## config.mk

```make
export PLATFORM = sky130hd
export DESIGN_NAME = phy_strap_cfg
export DESIGN_NICKNAME = d
export VERILOG_FILES = /design/src/rtl/strapcfg_pkg.sv /design/src/rtl/strap_ctrl.sv /design/src/rtl/strap_datapath.sv /design/src/rtl/phy_strap_cfg.sv
export SDC_FILE = /design/constraint.sdc
export NUM_CORES = 1
export LEC_CHECK = 0
export BUFFER_PORTS_ARGS = -buffer_cell sky130_fd_sc_hd__buf_2
export CELL_PAD_IN_SITES_DETAIL_PLACEMENT = 0
export CELL_PAD_IN_SITES_GLOBAL_PLACEMENT = 2
export CORE_MARGIN = 3
export CORE_UTILIZATION = 21
export DETAILED_ROUTE_END_ITERATION = 12
export PLACE_DENSITY = 0.7
export SETUP_SLACK_MARGIN = 0.05
export SYNTH_ARGS = -nofsm -noshare
export SYNTH_HDL_FRONTEND = slang
export SYNTH_HIERARCHICAL = 1
export SYNTH_SLANG_ARGS = --single-unit
```

## constraint.sdc

```tcl
create_clock -name clk -period 1 [get_ports clk]
set_input_delay 0.05 -clock clk [delete_from_list [all_inputs] [get_ports clk]]
set_output_delay 0.05 -clock clk [all_outputs]
set_load 0.05 [all_outputs]
```

## src/rtl/strapcfg_pkg.sv

```systemverilog
package strapcfg_pkg;

  localparam int MODE_W  = 4;
  localparam int ADV_W   = 5;
  localparam int DATA_W  = 16;

  localparam int REG_CTRL   = 0;
  localparam int REG_STAT   = 1;
  localparam int REG_ADV    = 4;
  localparam int REG_STRAPA = 16;
  localparam int REG_STRAPB = 18;

  // advertised ability bit order {pause, 100FD, 100HD, 10FD, 10HD}
  localparam logic [ADV_W-1:0] ADV_NONE = 5'b00000;

  typedef struct packed {
    logic loadStraps;
    logic cfgValid;
  } ctrl_strobe_t;

  typedef struct packed {
    logic              anEnable;
    logic [ADV_W-1:0]  adv;
    logic              speed100;
    logic              fullDuplex;
    logic              fiber;
  } mode_cfg_t;

  function automatic mode_cfg_t makeAn(input logic [ADV_W-1:0] adv);
    mode_cfg_t c;
    c.anEnable   = 1'b1;
    c.adv        = adv;
    c.speed100   = adv[3] | adv[2];
    c.fullDuplex = adv[3] | adv[1];
    c.fiber      = 1'b0;
    return c;
  endfunction

  function automatic mode_cfg_t makeForced(input logic spd, input logic fd, input logic fib);
    mode_cfg_t c;
    c.anEnable   = 1'b0;
    c.adv        = ADV_NONE;
    c.speed100   = spd;
    c.fullDuplex = fd;
    c.fiber      = fib;
    return c;
  endfunction

  function automatic mode_cfg_t decodeMode(input logic [MODE_W-1:0] code);
    mode_cfg_t c;
    case (code)
      4'b0001: c = makeAn(5'b01111);
      4'b0010: c = makeAn(5'b11000);
      4'b0011: c = makeAn(5'b01100);
      4'b0100: c = makeAn(5'b10010);
      4'b0101: c = makeAn(5'b00011);
      4'b0110: c = makeForced(1'b1, 1'b1, 1'b0);
      4'b0111: c = makeForced(1'b1, 1'b0, 1'b0);
      4'b1000: c = makeForced(1'b0, 1'b1, 1'b0);
      4'b1001: c = makeForced(1'b0, 1'b0, 1'b0);
      4'b1010: c = makeForced(1'b1, 1'b1, 1'b1);
      4'b1011: c = makeForced(1'b1, 1'b0, 1'b1);
      4'b1111: c = makeAn(5'b00101);
      default: c = makeAn(5'b11111); // 0000 and reserved codes
    endcase
    return c;
  endfunction

endpackage

```

## src/rtl/strap_ctrl.sv

```systemverilog
module strap_ctrl
  import strapcfg_pkg::*;
(
  input  logic         clk,
  input  logic         rstN,
  output ctrl_strobe_t strobe
);

  logic captured;

  always_ff @(posedge clk) begin
    if (!rstN) captured <= 1'b0;
    else       captured <= 1'b1;
  end

  always_comb begin
    strobe.loadStraps = rstN & ~captured;
    strobe.cfgValid   = captured;
  end


  cfg_valid_sticky_chk: assert property (@(posedge clk) disable iff (!rstN)
    strobe.cfgValid |=> strobe.cfgValid && !strobe.loadStraps);


  single_load_chk: assert property (@(posedge clk) disable iff (!rstN)
    strobe.loadStraps |=> !strobe.loadStraps);

endmodule

```

## src/rtl/strap_datapath.sv

```systemverilog
module strap_datapath
  import strapcfg_pkg::*;
#(
  parameter int ADDR_W = 5
)(
  input  logic                clk,
  input  logic                rstN,
  input  ctrl_strobe_t        strobe,
  input  logic [MODE_W-1:0]   strapMode,
  input  logic                strapRepeater,
  input  logic                strapAlignBypass,
  input  logic                strapScrBypass,
  input  logic                strapCodeBypass,
  input  logic                strapSerial,
  input  logic                rxActive,
  input  logic                txActive,
  input  logic                linkIn,
  input  logic [ADDR_W-1:0]   rdAddr,
  output logic [DATA_W-1:0]   rdData,
  output logic                crsOut,
  output logic                linkStatusOut,
  output logic                anEnable,
  output logic [ADV_W-1:0]    advCaps,
  output logic                speed100,
  output logic                fullDuplex,
  output logic                forceFiber,
  output logic                serialMode
);

  mode_cfg_t cfgQ;
  logic      repQ, alignQ, scrQ, codeQ, serQ;
  logic      linkQ, crsQ;
  logic      txMasked;

  assign txMasked = repQ | cfgQ.fullDuplex;

  always_ff @(posedge clk) begin
    if (!rstN) begin
      cfgQ   <= '0;
      repQ   <= 1'b0;
      alignQ <= 1'b0;
      scrQ   <= 1'b0;
      codeQ  <= 1'b0;
      serQ   <= 1'b0;
      linkQ  <= 1'b0;
      crsQ   <= 1'b0;
    end else begin
      if (strobe.loadStraps) begin
        cfgQ   <= decodeMode(strapMode);
        repQ   <= strapRepeater;
        alignQ <= strapAlignBypass;
        scrQ   <= strapScrBypass;
        codeQ  <= strapCodeBypass;
        serQ   <= strapSerial;
      end
      linkQ <= linkIn;
      crsQ  <= rxActive | (txActive & ~txMasked);
    end
  end

  assign crsOut        = crsQ;
  assign linkStatusOut = linkQ;
  assign anEnable      = cfgQ.anEnable;
  assign advCaps       = cfgQ.adv;
  assign speed100      = cfgQ.speed100;
  assign fullDuplex    = cfgQ.fullDuplex;
  assign forceFiber    = cfgQ.fiber;
  assign serialMode    = serQ & ~cfgQ.speed100;

  always_comb begin
    rdData = '0;
    if (rdAddr == ADDR_W'(REG_CTRL)) begin
      rdData[13] = cfgQ.speed100;
      rdData[12] = cfgQ.anEnable;
      rdData[8]  = cfgQ.fullDuplex;
    end else if (rdAddr == ADDR_W'(REG_STAT)) begin
      rdData[2]  = linkQ;
    end else if (rdAddr == ADDR_W'(REG_ADV)) begin
      rdData[10]  = cfgQ.adv[4];
      rdData[8:5] = cfgQ.adv[3:0];
    end else if (rdAddr == ADDR_W'(REG_STRAPA)) begin
      rdData[15] = codeQ;
      rdData[14] = scrQ;
      rdData[13] = alignQ;
      rdData[11] = repQ;
      rdData[0]  = cfgQ.fiber;
    end else if (rdAddr == ADDR_W'(REG_STRAPB)) begin
      rdData[10] = serQ;
    end
  end


  strap_hold_chk: assert property (@(posedge clk) disable iff (!rstN)
    !strobe.loadStraps |=> $stable(cfgQ) && $stable({repQ, alignQ, scrQ, codeQ, serQ}));


  crs_rx_chk: assert property (@(posedge clk) disable iff (!rstN)
    rxActive |=> crsOut);


  crs_tx_mask_chk: assert property (@(posedge clk) disable iff (!rstN)
    (!rxActive && txMasked) |=> !crsOut);


  crs_idle_chk: assert property (@(posedge clk) disable iff (!rstN)
    (!rxActive && !txActive) |=> !crsOut);


  link_follow_chk: assert property (@(posedge clk) disable iff (!rstN)
    1'b1 |=> linkStatusOut == $past(linkIn));


  fiber_forced_chk: assert property (@(posedge clk) disable iff (!rstN)
    forceFiber |-> !anEnable && advCaps == ADV_NONE && speed100);

endmodule

```

## src/rtl/phy_strap_cfg.sv

```systemverilog
module phy_strap_cfg
  import strapcfg_pkg::*;
#(
  parameter int ADDR_W = 5
)(
  input  logic                clk,
  input  logic                rstN,
  input  logic [MODE_W-1:0]   strapMode,
  input  logic                strapRepeater,
  input  logic                strapAlignBypass,
  input  logic                strapScrBypass,
  input  logic                strapCodeBypass,
  input  logic                strapSerial,
  input  logic                rxActive,
  input  logic                txActive,
  input  logic                linkIn,
  input  logic [ADDR_W-1:0]   rdAddr,
  output logic [DATA_W-1:0]   rdData,
  output logic                crsOut,
  output logic                linkStatusOut,
  output logic                anEnable,
  output logic [ADV_W-1:0]    advCaps,
  output logic                speed100,
  output logic                fullDuplex,
  output logic                forceFiber,
  output logic                serialMode
);

  ctrl_strobe_t strobe;

  strap_ctrl u_ctrl (
    .clk    (clk),
    .rstN   (rstN),
    .strobe (strobe)
  );

  strap_datapath #(.ADDR_W(ADDR_W)) u_dp (
    .clk              (clk),
    .rstN             (rstN),
    .strobe           (strobe),
    .strapMode        (strapMode),
    .strapRepeater    (strapRepeater),
    .strapAlignBypass (strapAlignBypass),
    .strapScrBypass   (strapScrBypass),
    .strapCodeBypass  (strapCodeBypass),
    .strapSerial      (strapSerial),
    .rxActive         (rxActive),
    .txActive         (txActive),
    .linkIn           (linkIn),
    .rdAddr           (rdAddr),
    .rdData           (rdData),
    .crsOut           (crsOut),
    .linkStatusOut    (linkStatusOut),
    .anEnable         (anEnable),
    .advCaps          (advCaps),
    .speed100         (speed100),
    .fullDuplex       (fullDuplex),
    .forceFiber       (forceFiber),
    .serialMode       (serialMode)
  );


  always_comb begin
    if (rstN && rdAddr == ADDR_W'(REG_STAT))
      link_read_chk: assert (rdData[2] == linkStatusOut);
  end


  serial_at_ten_chk: assert property (@(posedge clk) disable iff (!rstN)
    serialMode |-> !speed100 && rdData == rdData);

endmodule

```

==> results of run 1 <==
==> power groups by stage <==
stage | clock [mW] | combinational [mW] | sequential (mW)
floorplan | 0 | 0.205 | 0.844
global placement | 0 | 0.431 | 0.755
detailed placement | 0 | 0.434 | 0.755
CTS | 0.527 | 0.494 | 0.746
global route | 0.545 | 0.563 | 0.753
finish | 0.503 | 0.527 | 0.747
==> metal layers <==
layer | up-vias | track usage [%]
met5 | - | 0
met4 | 0 | 4.384
met3 | 2 | 2.131
met2 | 31 | 17.82
met1 | 430 | 13.41
li1 | 477 | -
==> stage by stage <==
step	area [um^2]	total power [mW]	std cells	utilization, %	hold WS, ns
global placement	1335	1.186	204	32.90	0.2598
detailed placement	1335	1.189	204	32.90	0.2682
floorplan	1020	1.049	108	-	0.07772
global route	1697	1.860	212	41.81	0.01095
finish	1697	1.777	212	41.81	0.01010
CTS	1613	1.766	209	39.75	0.009351
==> worst max-delay path: cells and delay by family (launching register included) <==
kind	cells	cell delay [ns]
buffers and inverters	1	0.18
and+or+nand+nor	2	0.39
DFF	1	0.33
AOI/OAI and AO/OA	1	0.06
==> cell usage in the layout, fill, tap and decap left out, types with 2 or more instances in the layout <==
| cell type | n |
|---|---|
| o21ai_1 | 2 |
| nor2b_1 | 2 |
| nand2_1 | 5 |
| buf_2 | 20 |
| dfxtp_2 | 6 |
| buf_4 | 10 |
| inv_1 | 2 |
| a21oi_1 | 4 |
| conb_1 | 4 |
| dfxtp_4 | 5 |
| o21ai_2 | 3 |
| mux2i_4 | 2 |
| mux2i_1 | 4 |
| nand2b_1 | 2 |
| nor3_4 | 2 |
| a31oi_1 | 5 |
| o211ai_1 | 2 |
| buf_8 | 11 |
| nor2b_4 | 3 |
| buf_6 | 15 |
| nor2_1 | 13 |
| dfxtp_1 | 6 |
| and2_4 | 3 |
| clkbuf_4 | 2 |
| o21ai_0 | 3 |
| clkbuf_8 | 3 |
| and3_4 | 4 |
==> cell type report <==
cell class                      instances  area [um^2]  share of cell area [%]
Multi-Input combinational cell         78        638.1                   37.61
Timing Repair Buffer                   60        571.8                   33.70
Inverter                                3        11.26                  0.6637
Sequential cell                        17        366.6                   21.61
Tap cell                               50        62.56                   3.687
Clock inverter                          1        5.005                  0.2950
Clock buffer                            3        41.29                   2.434
==> worst max path at each step <==
stage	from	endpoint	slack, ns	cells past startpoint
2_1_floorplan	u_dp/fullDuplex	rdData[8]	-0.26	2
3_3_place_gp	rdAddr[3]	rdData[5]	-0.27	5
3_5_place_dp	rdAddr[3]	rdData[5]	-0.29	5
4_1_cts	u_dp/serQ	rdData[10]	-0.29	4
5_1_grt	u_dp/serQ	rdData[10]	-0.30	4
6_report	u_dp/serQ	rdData[10]	-0.25	4
==> timing repair <==
| action | in CTS | in global routing |
|---|---|---|
| resized for setup | 56 | 26 |
| endpoints found under the setup margin | 23 | 29 |
| buffers inserted | 1 | 4 |
| gates cloned | 1 | 0 |
| pin swaps | 11 | 10 |
==> flow_summary.toml, run 1 <==
[outcome]
status = "complete, but fails checks"
violations = "setup timing"

[final_layout]
antenna_cells = 0
largest_reg_flops = 5
area_growth_syn_to_layout_pct = 90.72
nets = 182
fill_cells = 417
final_layout_size_suffix_gt1_share_pct = 62.35

[critical_path]
slowest_stage = "dfxtp_2"
crit_type = "reg2out"
crit_required_ns = 0.95
ff2ff_path_depth = 4
reg2reg_to = "u_dp/serQ"
critPathLaunchType = "flop"
rr_startpoint = "u_ctrl/captured"
critPathMaxFanout = 2
rrSetupSlack_ns = -0.03
cp.arrival_ns = 1.20
worstPathCellList = "and4b_1, a31oi_2, nor3_4, buf_6"
end_kind = "output pin"
slowest_delay_ns = 0.33

[global_routing]
grt_usage_pct = 10.68
grt_pass1_wl_mm = 4.291
antenna_found_initial = 0
grt_pass1_vias = 907
overflow = 0
grt_max_degree = 12

[floorplan]
die_x_um = 71.09
fp.dieH_um = 71.09
die-area_um2 = 5053
io-pin-count = 47
start_util_pct = 21.92
fp-row-count = 23
core_um2 = 4058

[clocking]
clkLatencyLatePin_ns = 0.25
cts_root_buffer = "clkbuf_8"
h-tree-depth = 1
clkTransAtPathRegs_ns = 0.07
cts_tree = "done"
cts_buffer_depth = 2
cts_buffers = 3
cts_hold_buf = 0
cts.sinks = 17

[detailed_routing]
via_per_inst = 4.434
drtPass1Iterations = 4
num_vias = 940
wirelength_mm = 2.667
drt-initial-drc-count = 25
dr_wl_met3_um = 151
route.detailed.drc = 0
ant_nets = 0
wl_met1_mm = 1.141
wl_per_cell_um = 12.58
met2_length_mm = 1.345
highest_layer = "met4"

[timing]
fin_ws_ns = -0.2527
grt_setup_unrepaired = "yes"
tns_ns = -1.728
finalMaxSlewViolations = 0
post-route-period-util_pct = 125.3
max_freq_ghz = 0.7983
setup_viol_count_final = 19
hold_viol_final = 0
finalClockSkew_ns = 0.005995
min_period_ns = 1.253

[worst_hold_path]
worstHoldPathCells = 3
hp-class = "in2reg"
holdPathEnd = "u_dp/crsOut"
min-delay-start = "rxActive"

[place]
place.gp.congestion = 0.7920
pre_cts_ws_ns = -0.2944
portBuffers = 42
hpwl_mm = 2.019

[synth]
syn_inst = 105
syn_avg_cell_area_um2 = 8.472
yosysWarnings = 6
syn_area_um2 = 889.6

[power]
p_clk_share_pct = 28.3
powerDensity_nw_per_um2 = 1047
internal-power_mw = 1.212
power.switching_uw = 564.3
p_leak_nw = 0.7386
p_sw_share_pct = 31.76
comb_power_share_pct = 29.7
max-vdd-ir-drop_mv = 0.3873
sequentialPowerShare_pct = 42.0

[flow_run]
max_cap_viol_count = 0
Power figures use the tool's default switching activity.
==> run 2, diff against run 1 <==
CORE_UTILIZATION = 23   (was 21)
PLACE_DENSITY = 0.73   (was 0.7)
clock period = 1.4 ns   (was 1 ns; I/O delays follow)
==> run 2 against run 1 <==
The flow now finishes without violations; global-route usage is essentially flat; hold slack gained 0.012 ns; non-clock buffer count shrank 12; largest cell class unchanged.
==> flow_summary.toml, run 2 (synthesis results as in run 1) <==
[global_routing]
antenna_found_initial = 0
grt_util_met3_pct = 1.806
use_met2_pct = 16.97
overflow = 0
grt_pass1_wl_mm = 3.753
gr-max-usage-layer = "met2"
grt_pass1_vias = 824
grt_max_degree = 15
grt_usage_pct = 10.63
gr-usage-met1_pct = 13.75

[final_layout]
final_layout_size_suffix_gt1_share_pct = 43.33
nets = 170
area_growth_syn_to_layout_pct = 40.65
antenna_cells = 0
final_cell_count_no_fill = 196
fin_area_um2 = 1251
finish.utilization_pct = 35.54
largest_reg_flops = 5
layout_common_cells = "40 x buf_2, 16 x dfxtp_1, 13 x nor2_1"
final_common_cell = "buf_2"

[clocking]
cts_tree = "done"
cts_buffers = 3
clkLatencyLatePin_ns = 0.25
h-tree-depth = 1
cts_root_buffer = "clkbuf_8"
clkTransAtPathRegs_ns = 0.07
cts_hold_buf = 0
cts.sinks = 17
cts_buffer_depth = 2

[floorplan]
die-area_um2 = 4650
io-pin-count = 47
fp-row-count = 21
fp.dieH_um = 68.19
start_util_pct = 25.27
core_um2 = 3521
die_x_um = 68.19

[critical_path]
crit_family = "flip-flops"
critPathMaxFanout = 3
crit_required_ns = 1.33
cp.arrival_ns = 1.23
critPathBufInv = 1
crit_type = "reg2out"
slowest_stage = "dfxtp_1"
slowest_delay_ns = 0.36
critPathLaunchType = "flop"
worstPathCellList = "and4b_1, a31oi_2, nor3_4, buf_4"
end_kind = "output pin"

[detailed_routing]
ant_nets = 0
wl_per_cell_um = 12.27
drtPass1Iterations = 4
via_per_inst = 4.510
route.detailed.drc = 0
drt-initial-drc-count = 19
wirelength_mm = 2.404
num_vias = 884

[timing]
post-route-period-util_pct = 93.00
timing.hold.ws_ns = 0.02230
finalMaxSlewViolations = 0
grt_setup_unrepaired = "yes"
setup_viol_count_final = 0
finalClockSkew_ns = 0.0006862
max_freq_ghz = 0.7681
hold_viol_final = 0
min_period_ns = 1.302
tns_ns = 0

[flow_run]
max_cap_viol_count = 0

[outcome]
status = "finished clean"

[worst_hold_path]
hp-class = "in2reg"

[place]
dpl_cell_area_um2 = 1190
place.gp.congestion = 0.7864
portBuffers = 42
dp.cells = 192
hpwl_mm = 1.930

[power]
powerDensity_nw_per_um2 = 935.2
max-vdd-ir-drop_mv = 0.3081
p_leak_nw = 0.6078
## run 2: power by group
part	internal [mW]	switching, mW	total [mW]
combinational	0.0835	0.191	0.275
sequential	0.512	0.0184	0.530
clock	0.202	0.164	0.365
## run 2: repair_timing
action,in CTS,in global routing
resized for setup,2,3
endpoints found under the setup margin,2,2
buffers inserted,0,0
## run 2: worst paths after layout
| path | endpoint | start | depth (start not counted) | slack (ns) |
|---|---|---|---|---|
| max | rdData[10] | u_dp/serQ | 4 | 0.1 |
| min | u_dp/linkStatusOut | linkIn | 2 | 0.02 |
| max reg2reg | u_dp/serQ | u_ctrl/captured | 4 | 0.23 |
| min reg2reg | u_dp/anEnable | u_dp/anEnable | 2 | 0.49 |
## run 2: through the flow
| stage | setup WS [ns] | power [mW] |
|---|---|---|
| 6_report | 0.09802 | 1.170 |
| 5_1_grt | 0.04145 | 1.227 |
| 4_1_cts | 0.05584 | 1.183 |
| 3_5_place_dp | 0.09410 | 0.8165 |
| 3_3_place_gp | 0.1202 | 0.8135 |
| 2_1_floorplan | -0.1450 | 0.7361 |
## run 2: final cells by class
| cell class | instances | area (um^2) |
|---|---|---|
| Multi-Input combinational cell | 78 | 531.8 |
| Tap cell | 46 | 57.56 |
| Sequential cell | 17 | 341.6 |
| Timing Repair Buffer | 48 | 264.0 |
| Inverter | 3 | 11.26 |
| Clock buffer | 4 | 45.04 |
| Fill cell | 389 | 2270 |
## run 2: routing by layer
metal	wire (um)	part of all wire, %
met4	27	1.1
met3	154	6.4
met5	0	0
met2	1126	47
met1	1097	46
==> run 3, diff against run 2 <==
CELL_PAD_IN_SITES_DETAIL_PLACEMENT = not set   (was 0)
CELL_PAD_IN_SITES_GLOBAL_PLACEMENT = not set   (was 2)
CORE_UTILIZATION = 43   (was 23)
PLACE_DENSITY = 0.74   (was 0.73)
clock period = 1.35 ns   (was 1.4 ns; I/O delays follow)
==> run 3 against run 2 <==
Utilization up 34 points; flip-flop and latch count stayed put; register-to-register slack worse by 0.06 ns; clock-buffer cell count fell by 1; critical endpoint unchanged; total power fell by 4.5%; sequential share of layout area is 0.17 points lower; sequential power increased by 4.0%; wire length increased by 3.3%.
==> flow_summary.toml, run 3 (synthesis results as in run 1) <==
[clocking]
cts_tree = "done"
cts_buffers = 3
cts_root_buffer = "clkbuf_4"
cts_buffer_depth = 2
clkTransAtPathRegs_ns = 0.09
clkLatencyLatePin_ns = 0.28
cts.sinks = 17
h-tree-depth = 1

[timing]
hold_viol_final = 0
tns_ns = 0
timing.hold.ws_ns = 0.01802
grt_setup_unrepaired = "yes"
finalClockSkew_ns = 0.004508
post-route-period-util_pct = 98.76
setup_viol_count_final = 0
max_freq_ghz = 0.7500
min_period_ns = 1.333
fin_ws_ns = 0.01668
finalMaxSlewViolations = 0

[detailed_routing]
num_vias = 937
route.detailed.drc = 0
wirelength_mm = 2.483
drtPass1Iterations = 4
drt-initial-drc-count = 19
wl_per_cell_um = 14.03
ant_nets = 0
via_per_inst = 5.294

[critical_path]
slowest_stage = "dfxtp_2"
cp.depth = 4
crit_family = "simple AND/OR/NAND/NOR gates"
crit_type = "reg2out"
end_kind = "output pin"
critPathMaxFanout = 3
slowest_delay_ns = 0.34
crit_required_ns = 1.28
critPathLaunchType = "flop"
cp.arrival_ns = 1.27
ff2ff_path_depth = 4
worstPathCellList = "and4b_1, a31oi_2, nor3_4, buf_6"
critPathBufInv = 1

[final_layout]
seqCellArea_um2 = 346.6
area_growth_syn_to_layout_pct = 43.60
final_common_cell = "buf_2"
finish.utilization_pct = 69.46
final_cell_count_no_fill = 177
final_layout_size_suffix_gt1_share_pct = 46.05
layout_common_cells = "36 x buf_2, 13 x nor2_1, 12 x dfxtp_1"
nets = 172
fin_area_um2 = 1277
largest_reg_flops = 5
fill_cells = 170
multi_input_area_um2 = 548.0
antenna_cells = 0

[place]
dp.cells = 169
pre_cts_ws_ns = 0.007920
hpwl_mm = 1.832
place.gp.congestion = 0.8588
portBuffers = 42
dpl_cell_area_um2 = 1172

[power]
max-vdd-ir-drop_mv = 0.6638
power.total_mw = 1.117
powerDensity_nw_per_um2 = 874.4
p_leak_nw = 0.6165

[floorplan]
io-pin-count = 47
fp-row-count = 15
die-area_um2 = 2651
core_um2 = 1839
start_util_pct = 48.37
fp.dieH_um = 51.49
die_x_um = 51.49

[global_routing]
overflow = 0
antenna_found_initial = 0
grt_max_degree = 12
grt_usage_pct = 19.77
grt_pass1_wl_mm = 3.995
grt_pass1_vias = 874

[outcome]
status = "finished clean"

[flow_run]
max_cap_viol_count = 0

[worst_hold_path]
hp-class = "in2reg"
worstHoldPathCells = 3
[run 3: path summary, 6_finish.rpt]
check | startpoint | to | slack, ns
worst min-delay path | txActive | u_dp/crsOut | 0.02
worst min register to register | u_dp/advCaps[1] | u_dp/advCaps[1] | 0.50
worst max register to register | u_ctrl/captured | u_dp/repQ | 0.17
worst max-delay path | u_dp/serQ | rdData[10] | 0.02
[run 3: routing by layer]
metal	routed length [um]	track usage (%)	vias to the layer above
met5	0	0	-
met4	38	6.987	0
met3	127	2.041	4
met2	1369	35.38	36
met1	948	24.19	440
li1	-	-	457
[run 3: area by class of cell]
cell class | count | share of cell area (%)
Multi-Input combinational cell | 78 | 42.90
Timing Repair Buffer | 50 | 24.49
Inverter | 3 | 0.8815
Sequential cell | 17 | 27.13
Tap cell | 25 | 2.449
Clock buffer | 3 | 1.763
Clock inverter | 1 | 0.3918
[run 3: timing repair]
item,CTS,global route
hold buffers,3,0
pin swaps,1,0
setup endpoints to repair,6,6
endpoints found under the hold margin,3,0
setup buffers,1,0
resized for setup,7,5
[run 3: worst register-to-register path, stage by stage, from the launching register on]
cell and delay, ns:
dfxtp_1 0.34, nor2b_4 0.26, buf_12 0.17, mux2i_1 0.24, nor2_1 0.06
[run 3: power breakdown]
group	leakage [nW]	switching, mW	internal, mW	total, mW
Sequential	0.142	0.0197	0.532	0.551
Combinational	0.457	0.208	0.0977	0.305
Clock	0.0177	0.151	0.110	0.261
